**config.mk**
```make
export PLATFORM = sky130hd
export DESIGN_NAME = sector_ecc_apply
export DESIGN_NICKNAME = d
export VERILOG_FILES = /design/src/rtl/sector_ecc_apply_pkg.sv /design/src/rtl/erase_detect.sv /design/src/rtl/err_unpack.sv /design/src/rtl/sector_ecc_apply.sv
export SDC_FILE = /design/constraint.sdc
export NUM_CORES = 1
export LEC_CHECK = 0
export BUFFER_PORTS_ARGS = -buffer_cell sky130_fd_sc_hd__clkbuf_2
export CORE_AREA = 3 3 159 161
export DETAILED_ROUTE_END_ITERATION = 10
export DIE_AREA = 0 0 162 164
export PLACE_DENSITY_LB_ADDON = 0.05
export SLEW_MARGIN = 20
export SYNTH_ARGS = -nofsm -noshare
export SYNTH_HDL_FRONTEND = slang
export SYNTH_HIERARCHICAL = 1
export SYNTH_SLANG_ARGS = --single-unit
```
**constraint.sdc**
```tcl
create_clock -name clk -period 4.3 [get_ports clk]
set_input_delay 0.43 -clock clk [delete_from_list [all_inputs] [get_ports clk]]
set_output_delay 0.43 -clock clk [all_outputs]
set_load 0.02 [all_outputs]
```
**src/rtl/sector_ecc_apply_pkg.sv**
```systemverilog
package sector_ecc_apply_pkg;
  typedef enum logic [2:0] {
    S_IDLE,
    S_DECIDE,
    S_NEXT,
    S_RD,
    S_WR
  } apply_state_t;

  localparam logic [3:0] CODE_CLEAN    = 4'd0;
  localparam logic [3:0] CODE_TOO_MANY = 4'd1;
  localparam logic [3:0] CODE_LAST_OK  = 4'd3;
endpackage

```
**src/rtl/erase_detect.sv**
```systemverilog
module erase_detect #(
  parameter int PARITY_BYTES = 10
) (
  input  logic [8*PARITY_BYTES-1:0] parity,
  output logic                      erased
);
  logic [PARITY_BYTES-1:0] byte_ff;

  for (genvar j = 0; j < PARITY_BYTES; j++) begin : g_byte
    assign byte_ff[j] = (parity[8*j +: 8] == 8'hFF);
  end

  assign erased = &byte_ff;
endmodule

```
**src/rtl/err_unpack.sv**
```systemverilog
module err_unpack #(
  parameter int MAX_ERR      = 4,
  parameter int LOC_W        = 10,
  parameter int VAL_W        = 8,
  parameter int SECTOR_BYTES = 512,
  parameter int LOC_BIAS     = 519,
  parameter int ADDR_W       = $clog2(SECTOR_BYTES)
) (
  input  logic [MAX_ERR*LOC_W-1:0]             loc_words,
  input  logic [MAX_ERR*VAL_W-1:0]             val_words,
  output logic [MAX_ERR-1:0][ADDR_W-1:0]       idx,
  output logic [MAX_ERR-1:0][VAL_W-1:0]        val,
  output logic [MAX_ERR-1:0]                   in_range
);
  localparam int             LOW_LOC = LOC_BIAS - SECTOR_BYTES + 1;
  localparam logic [LOC_W:0] BIAS_V  = (LOC_W + 1)'(LOC_BIAS);

  for (genvar k = 0; k < MAX_ERR; k++) begin : g_err
    logic [LOC_W-1:0] loc;
    logic [LOC_W:0]   diff;
    assign loc         = loc_words[k*LOC_W +: LOC_W];
    assign diff        = BIAS_V - {1'b0, loc};
    assign idx[k]      = diff[ADDR_W-1:0];
    assign val[k]      = val_words[k*VAL_W +: VAL_W];
    assign in_range[k] = (int'(loc) >= LOW_LOC) && (int'(loc) <= LOC_BIAS);
  end
endmodule

```
**src/rtl/sector_ecc_apply.sv**
```systemverilog
module sector_ecc_apply
  import sector_ecc_apply_pkg::*;
#(
  parameter int SECTOR_BYTES = 512,
  parameter int PARITY_BYTES = 10,
  parameter int MAX_ERR      = 4,
  parameter int SYN_W        = 10,
  parameter int LOC_W        = 10,
  parameter int VAL_W        = 8,
  parameter int LOC_BIAS     = 519,
  parameter int STAT_W       = 4,
  parameter int ADDR_W       = $clog2(SECTOR_BYTES),
  parameter int CNT_W        = $clog2(MAX_ERR)
) (
  input  logic                          clk,
  input  logic                          rst,
  input  logic                          start,
  input  logic [8*PARITY_BYTES-1:0]     parity_bytes,
  input  logic [MAX_ERR*SYN_W-1:0]      syndromes,
  input  logic [3:0]                    corr_state,
  input  logic [CNT_W-1:0]              err_field,
  input  logic [MAX_ERR*LOC_W-1:0]      loc_words,
  input  logic [MAX_ERR*VAL_W-1:0]      val_words,
  output logic                          done,
  output logic signed [STAT_W-1:0]      status,
  output logic                          mem_rd_en,
  output logic                          mem_we,
  output logic [ADDR_W-1:0]             mem_addr,
  output logic [VAL_W-1:0]              mem_wdata,
  input  logic [VAL_W-1:0]              mem_rdata
);
  apply_state_t st;

  logic [8*PARITY_BYTES-1:0] cap_parity;
  logic [MAX_ERR*SYN_W-1:0]  cap_syn;
  logic [3:0]                cap_code;
  logic [CNT_W-1:0]          cap_field;
  logic [MAX_ERR*LOC_W-1:0]  cap_loc;
  logic [MAX_ERR*VAL_W-1:0]  cap_val;
  logic [CNT_W:0]            k_cnt;

  logic                              erased;
  logic [MAX_ERR-1:0][ADDR_W-1:0]    e_idx;
  logic [MAX_ERR-1:0][VAL_W-1:0]     e_val;
  logic [MAX_ERR-1:0]                e_ok;
  logic [CNT_W:0]                    n_err;
  logic                              syn_nz, is_clean, is_fail;
  logic [CNT_W-1:0]                  k_sel;

  erase_detect #(.PARITY_BYTES(PARITY_BYTES)) u_erase (
    .parity (cap_parity),
    .erased (erased)
  );

  err_unpack #(
    .MAX_ERR(MAX_ERR), .LOC_W(LOC_W), .VAL_W(VAL_W),
    .SECTOR_BYTES(SECTOR_BYTES), .LOC_BIAS(LOC_BIAS), .ADDR_W(ADDR_W)
  ) u_unpack (
    .loc_words (cap_loc),
    .val_words (cap_val),
    .idx       (e_idx),
    .val       (e_val),
    .in_range  (e_ok)
  );

  assign n_err    = {1'b0, cap_field} + (CNT_W + 1)'(1);
  assign syn_nz   = |cap_syn;
  assign is_clean = erased || !syn_nz || (cap_code == CODE_CLEAN);
  assign is_fail  = (cap_code == CODE_TOO_MANY) || (cap_code > CODE_LAST_OK);
  assign k_sel    = k_cnt[CNT_W-1:0];

  always_ff @(posedge clk) begin
    if (rst) begin
      st         <= S_IDLE;
      done       <= 1'b0;
      status     <= '0;
      mem_rd_en  <= 1'b0;
      mem_we     <= 1'b0;
      mem_addr   <= '0;
      mem_wdata  <= '0;
      k_cnt      <= '0;
      cap_parity <= '0;
      cap_syn    <= '0;
      cap_code   <= '0;
      cap_field  <= '0;
      cap_loc    <= '0;
      cap_val    <= '0;
    end else begin
      done      <= 1'b0;
      mem_rd_en <= 1'b0;
      mem_we    <= 1'b0;
      case (st)
        S_IDLE: begin
          if (start) begin
            cap_parity <= parity_bytes;
            cap_syn    <= syndromes;
            cap_code   <= corr_state;
            cap_field  <= err_field;
            cap_loc    <= loc_words;
            cap_val    <= val_words;
            k_cnt      <= '0;
            st         <= S_DECIDE;
          end
        end
        S_DECIDE: begin
          if (is_clean) begin
            done   <= 1'b1;
            status <= '0;
            st     <= S_IDLE;
          end else if (is_fail) begin
            done   <= 1'b1;
            status <= '1;
            st     <= S_IDLE;
          end else begin
            st <= S_NEXT;
          end
        end
        S_NEXT: begin
          if (k_cnt == n_err) begin
            done   <= 1'b1;
            status <= STAT_W'(n_err);
            st     <= S_IDLE;
          end else if (e_ok[k_sel]) begin
            mem_rd_en <= 1'b1;
            mem_addr  <= e_idx[k_sel];
            st        <= S_RD;
          end else begin
            k_cnt <= k_cnt + 1'b1;
          end
        end
        S_RD: st <= S_WR;
        S_WR: begin
          mem_we    <= 1'b1;
          mem_wdata <= mem_rdata ^ e_val[k_sel];
          k_cnt     <= k_cnt + 1'b1;
          st        <= S_NEXT;
        end
        default: st <= S_IDLE;
      endcase
    end
  end

  assert_done_pulse_R8: assert property (@(posedge clk) disable iff (rst)
    done |=> !done);

  assert_quiet_done_R8: assert property (@(posedge clk) disable iff (rst)
    done |-> (!mem_we && !mem_rd_en));

  assert_write_follows_read_R7: assert property (@(posedge clk) disable iff (rst)
    mem_we |-> ($past(mem_rd_en, 2) && mem_addr == $past(mem_addr, 2)));

  assert_erased_zero_R1: assert property (@(posedge clk) disable iff (rst)
    (st == S_DECIDE && erased) |=> (done && status == '0));

  assert_fail_code_R3: assert property (@(posedge clk) disable iff (rst)
    (st == S_DECIDE && !erased && syn_nz && cap_code == CODE_TOO_MANY)
      |=> (done && status == '1));

  assert_status_range_R4: assert property (@(posedge clk) disable iff (rst)
    done |-> (status >= -1 && int'(status) <= MAX_ERR));
endmodule

```
* Word level (Yosys, flattened, before mapping)
Cells that the tools add are included.
** Word-level totals
- Bits in registers :: 228
- Output and inout port bits :: 24
** Cells by class
- $add $sub $neg :: 6
- Order comparisons :: 10
- Eq/ne operators :: 22
- Mux-type cells :: 26
- Bitwise logic cells :: 3
- Reductions and logical operators :: 20
** Operator list (number)
- $eq A8 B8 Y1 const B :: 10
- $ge A10 B4 Y1 const B :: 4
- $le A10 B10 Y1 const B :: 4
- $reduce_or A40 Y1 :: 1
- $sub A3 B9 Y9 const A :: 4
- $bmux W9 S2 :: 1
- $mux W3 :: 6
- $bmux W8 S2 :: 1
- $pmux W3 S5 :: 1
- $mux W4 :: 3
- $reduce_and A10 Y1 :: 1
- $mux W9 :: 1
- $pmux W3 S3 :: 1
- $mux W8 :: 1
- $ne A2 B2 Y1 const B :: 4
- $pmux W4 S2 :: 1
- $xor A8 B8 Y8 :: 1
- $eq A3 B2 Y1 const B :: 2
- $mux W1 :: 6
- $ne A3 B3 Y1 const B :: 2
- $reduce_and A3 Y1 :: 2
- $eq A4 B1 Y1 const B :: 1
- $gt A4 B2 Y1 const B :: 1
- $logic_and A1 B1 Y1 :: 4
- 19 further kinds :: 24

* Depth between registers and ports, before layout
- Word-level depth :: 7
- Depth in mapped cells :: 10
- Depth with buffers taken out :: 9

* Hierarchy
Netlist, hierarchy kept.
** Modules (own cells, without submodules)
- sector_ecc_apply :: instances 1, cells an instance 1035, area each 8624.5 um^2
- err_unpack :: instances 1, cells an instance 116, area each 798.3 um^2
- erase_detect :: instances 1, cells an instance 27, area each 167.7 um^2

* Worst setup path after synthesis
No wires, ideal clock.
- Path type :: register -> register
- Start :: register cap_loc[35]
- End :: register k_cnt[1]
- Library setup time :: 0.133 ns
- Data arrival time :: 2.243 ns
- Setup slack :: 1.925 ns
- Cell stages (with the launch flop) :: 9
- Path buffers :: 0
- Clock period less this slack :: 2.375 ns
- Cells stage by stage :: dfxtp_1 > or4_4 > nor4_1 > a21oi_1 > mux4_2 > a311o_1 > nand2_1 > mux2i_1 > nor3_2
** On the way
- Cells in the longest elaborated chain, start to end :: 6
** Ends and longest elaborated chain
- start, declared :: line sector_ecc_apply.sv:38 : logic [MAX_ERR*LOC_W-1:0] cap_loc;
- start signal, assigned :: line sector_ecc_apply.sv:99 : cap_loc <= loc_words;
- $ge A10 B4 Y1 or $le A10 B10 Y1 (tied branches) :: line err_unpack.sv:25 : assign in_range[k] = (int'(loc) >= LOW_LOC) && (int'(loc) <= LOC_BIAS);
- $logic_and A1 B1 Y1 * :: line err_unpack.sv:25
- via e_ok[3] :: line sector_ecc_apply.sv:45 : logic [MAX_ERR-1:0] e_ok;
- $bmux W1 S2 * :: line sector_ecc_apply.sv:123 : end else if (e_ok[k_sel]) begin
- $mux W1 (not written as such) * :: line sector_ecc_apply.sv:123
- $ne A2 B2 Y1 (no line) *
- $reduce_and A4 Y1 (no line) *
- end signal, assigned :: line sector_ecc_apply.sv:128 : k_cnt <= k_cnt + 1'b1;
- end signal, assigned :: line sector_ecc_apply.sv:135 : k_cnt <= k_cnt + 1'b1;
- end, declared :: line sector_ecc_apply.sv:40 : logic [CNT_W:0] k_cnt;
The timed path passes the listed nets; every way through them passes the cells marked *. The select of a mux whose other input is x is not followed.
A chain may end at the register's enable or synchronous reset.

* Worst setup path in the final report
- Start :: register cap_loc[35]
- End :: register mem_addr[2]
** On the way
- Cells in the longest elaborated chain, start to end :: 5
** Ends and longest elaborated chain
- $ge A10 B4 Y1 or $le A10 B10 Y1 (tied branches) :: line err_unpack.sv:25
- $logic_and A1 B1 Y1 * :: line err_unpack.sv:25
- via e_ok[3] :: line sector_ecc_apply.sv:45
- $bmux W1 S2 * :: line sector_ecc_apply.sv:123
- $mux W1 (not written as such) * :: line sector_ecc_apply.sv:123
- $reduce_and A3 Y1 (no line) *
- end signal, assigned :: line sector_ecc_apply.sv:125 : mem_addr <= e_idx[k_sel];
- end, declared :: line sector_ecc_apply.sv:28 : output logic [ADDR_W-1:0] mem_addr,
Marked as above.

==> metrics.yaml <==
outcome:
  outcome: "complete, no violations"
routing:
  drtIter0Drc: 505
  viasPerCell: 4.79
  drt-total-wl_mm: 25.3
  wl_per_cell_um: 15.1
  drtAntennaViolNets: 0
  drtPass1Iterations: 4
  drc: 0
  via_count: 8014
pwr:
  clock_power_share: 0.421
  switching_share: 0.251
  sequentialPowerShare: 0.465
  power.switching_uw: 1250
  comb_power_share: 0.114
  p_int_uw: 3740
  ir_drop_mv: 0.197
  power_density_mw_per_mm2: 435
  power_leakage_uw: 0.00473
clocking:
  clk_pin_slew_ns: 0.06
  ctsHtreeMaxLevel: 1
  clock_path_buffers: 3
  postCtsSetupBuffers: 0
  cts_tree: "yes"
  cts-root-buf: "clkbuf_16"
  ctsHoldBuffers: 0
  cts_resized: 0
  clock-sinks: 228
  cts_buffers: 26
  clk_latency_ns: 0.52
synth:
  synth-edff-count: 0
  synth_area_mm2: 0.00959
  syn_inst: 1178
  avgSynthCellArea_um2: 8.14
  yosys_register_bits: 228
  yosys_warnings: 6
  synthArstFlopShare: 0
  yosysSeqAreaShare: 0.476
  synthDistinctLibCells: 44
  synth_nets: 1397
  synth-main-ff-cell: "dfxtp_1"
job:
  cap_violations: 0
timing:
  finalClockSkew_ns: 0.00953
  setup_viol: 0
  rsz0062_at_grt: "false"
  period_share: 0.635
  slew_violations: 0
  fmax_ghz: 0.366
  maxSlewHeadroom: 0.372
  worst_pin_slew_ns: 0.943
  hold_viol_final: 0
  fin_crit_ns: 2.73
  tns_ns: 0
die:
  pin_count: 233
  dieArea_mm2: 0.0266
  core_area_mm2: 0.0241
  initial_core_util: 0.398
  fp.dieH_um: 164
  rows: 57
  die_x_um: 162
critical_path:
  critPathLaunchType: "register"
  path_max_fanout: 9
  path_class: "reg2reg"
  crit_path_end_kind: "register"
  worstPathRequired_ns: 4.68
  arrival_ns: 3.11
global_routing:
  grt_pass1_vias: 7718
  grt.overflow.total: 0
  antenna_found_initial: 0
  grt_use_total: 0.185
  grt_pass1_wl_mm: 40.3
  grt_max_degree: 152
worst_hold_path:
  hp-class: "in2reg"
placement:
  port_buffers: 232
  dp_hpwl_mm: 17.2
  place_inst: 1626
  gp_congestion: 0.761
layout:
  mostFrequentLayoutCells: "408 x nand2_1, 231 x clkbuf_2, 227 x dfxtp_1, 202 x a21oi_1, 30 x nor2_1"
  area_growth_pct: 19.5
  final_common_cell: "nand2_1"
  drive_gt1_frac: 0.227
  stdcell_count: 1672
  nNetsFinal: 1549
==> critical path, cell delays in order (launching register included) <==
cell	delay (ns)
dfxtp_1	0.36
or4_4	0.54
nor4_1	0.17
a21oi_1	0.12
mux4_2	0.52
o31a_1	0.16
nand2b_1	0.42
mux2i_1	0.25
nor2_1	0.05
==> area by class of cell <==
class / instances / area [um2]
multi-input cells: 813 / 4340
diodes: 1 / 2.50
repair buffers: 238 / 1250
flip-flops and latches: 228 / 4570
well taps: 324 / 405
clock buffers: 41 / 788
fillers: 2489 / 12600
inverters: 23 / 86.3
clock inverters: 4 / 23.8
==> kinds of logic (layout without fill, tap and decap cells) <==
family,Yosys count,after routing,share of synthesized area
AO/OA/AOI/OAI,226,226,0.126
XOR/XNOR,31,31,0.0283
adder cells (fa/ha/maj),10,10,0.0130
buffers and inverters,137,306,0.0732
flip-flops,228,228,0.476
multiplexers,32,32,0.0570
other,0,1,0
AND/OR/NAND/NOR,514,514,0.226
==> cells in the mapped netlist (all sizes together), types with 9 or more instances <==
master | instances | area (um2)
nand2 | 408 | 1530
dfxtp | 228 | 4560
a21oi | 202 | 1010
buf | 78 | 480
clkbuf | 36 | 135
nor2 | 30 | 113
inv | 23 | 86.3
nand4 | 23 | 144
nor4 | 22 | 144
xnor2 | 22 | 193
mux4 | 18 | 405
mux2i | 13 | 130
ha | 10 | 125
nor3 | 10 | 65.1
a211oi | 9 | 67.6
xor2 | 9 | 78.8
==> worst paths after layout <==
path | slack (ns) | start | depth (start not counted) | end
worst min-delay path | 0.12 | loc_words[19] | 3 | cap_loc[19]
worst max register to register | 1.57 | cap_loc[35] | 8 | mem_addr[2]
worst max-delay path | 1.57 | cap_loc[35] | 8 | mem_addr[2]
worst min register to register | 0.45 | cap_val[12] | 2 | cap_val[12]
==> registers in the layout (all words and copies together) (netlist names) <==
register	cells
cap_code	4
cap_field	2
cap_loc	40
cap_parity	80
cap_syn	40
cap_val	32
done	1
k_cnt	3
mem_addr	9
mem_rd_en	1
mem_wdata	8
mem_we	1
st	3
status	4
==> power by group through the flow <==
stage / Clock [uW] / Sequential [uW] / Combinational [uW]
floorplan: 0 / 2340 / 414
global placement: 0 / 2360 / 576
detailed placement: 0 / 2370 / 580
CTS: 2160 / 2320 / 582
global route: 2240 / 2340 / 648
finish: 2100 / 2320 / 571
==> stage by stage <==
stage               cell area (um2)  total power [uW]  hold WS [ns]  worst slack, ns   util
floorplan                      9590              2760         0.436             1.92      -
CTS                           11500              5070         0.101             1.55  0.476
global route                  11500              5220         0.119             1.30  0.476
finish                        11500              4990         0.122             1.57  0.476
global placement              10700              2940         0.442             1.63  0.442
detailed placement            10700              2950         0.447             1.54  0.442
==> metal layers <==
metal	up-vias	part of all wire	GRT usage
met5	-	0	0
met4	0	0.018	0.0446
met3	25	0.049	0.0318
met2	170	0.45	0.295
met1	3612	0.49	0.264
li1	4207	-	-
Power figures use the tool's default switching activity.
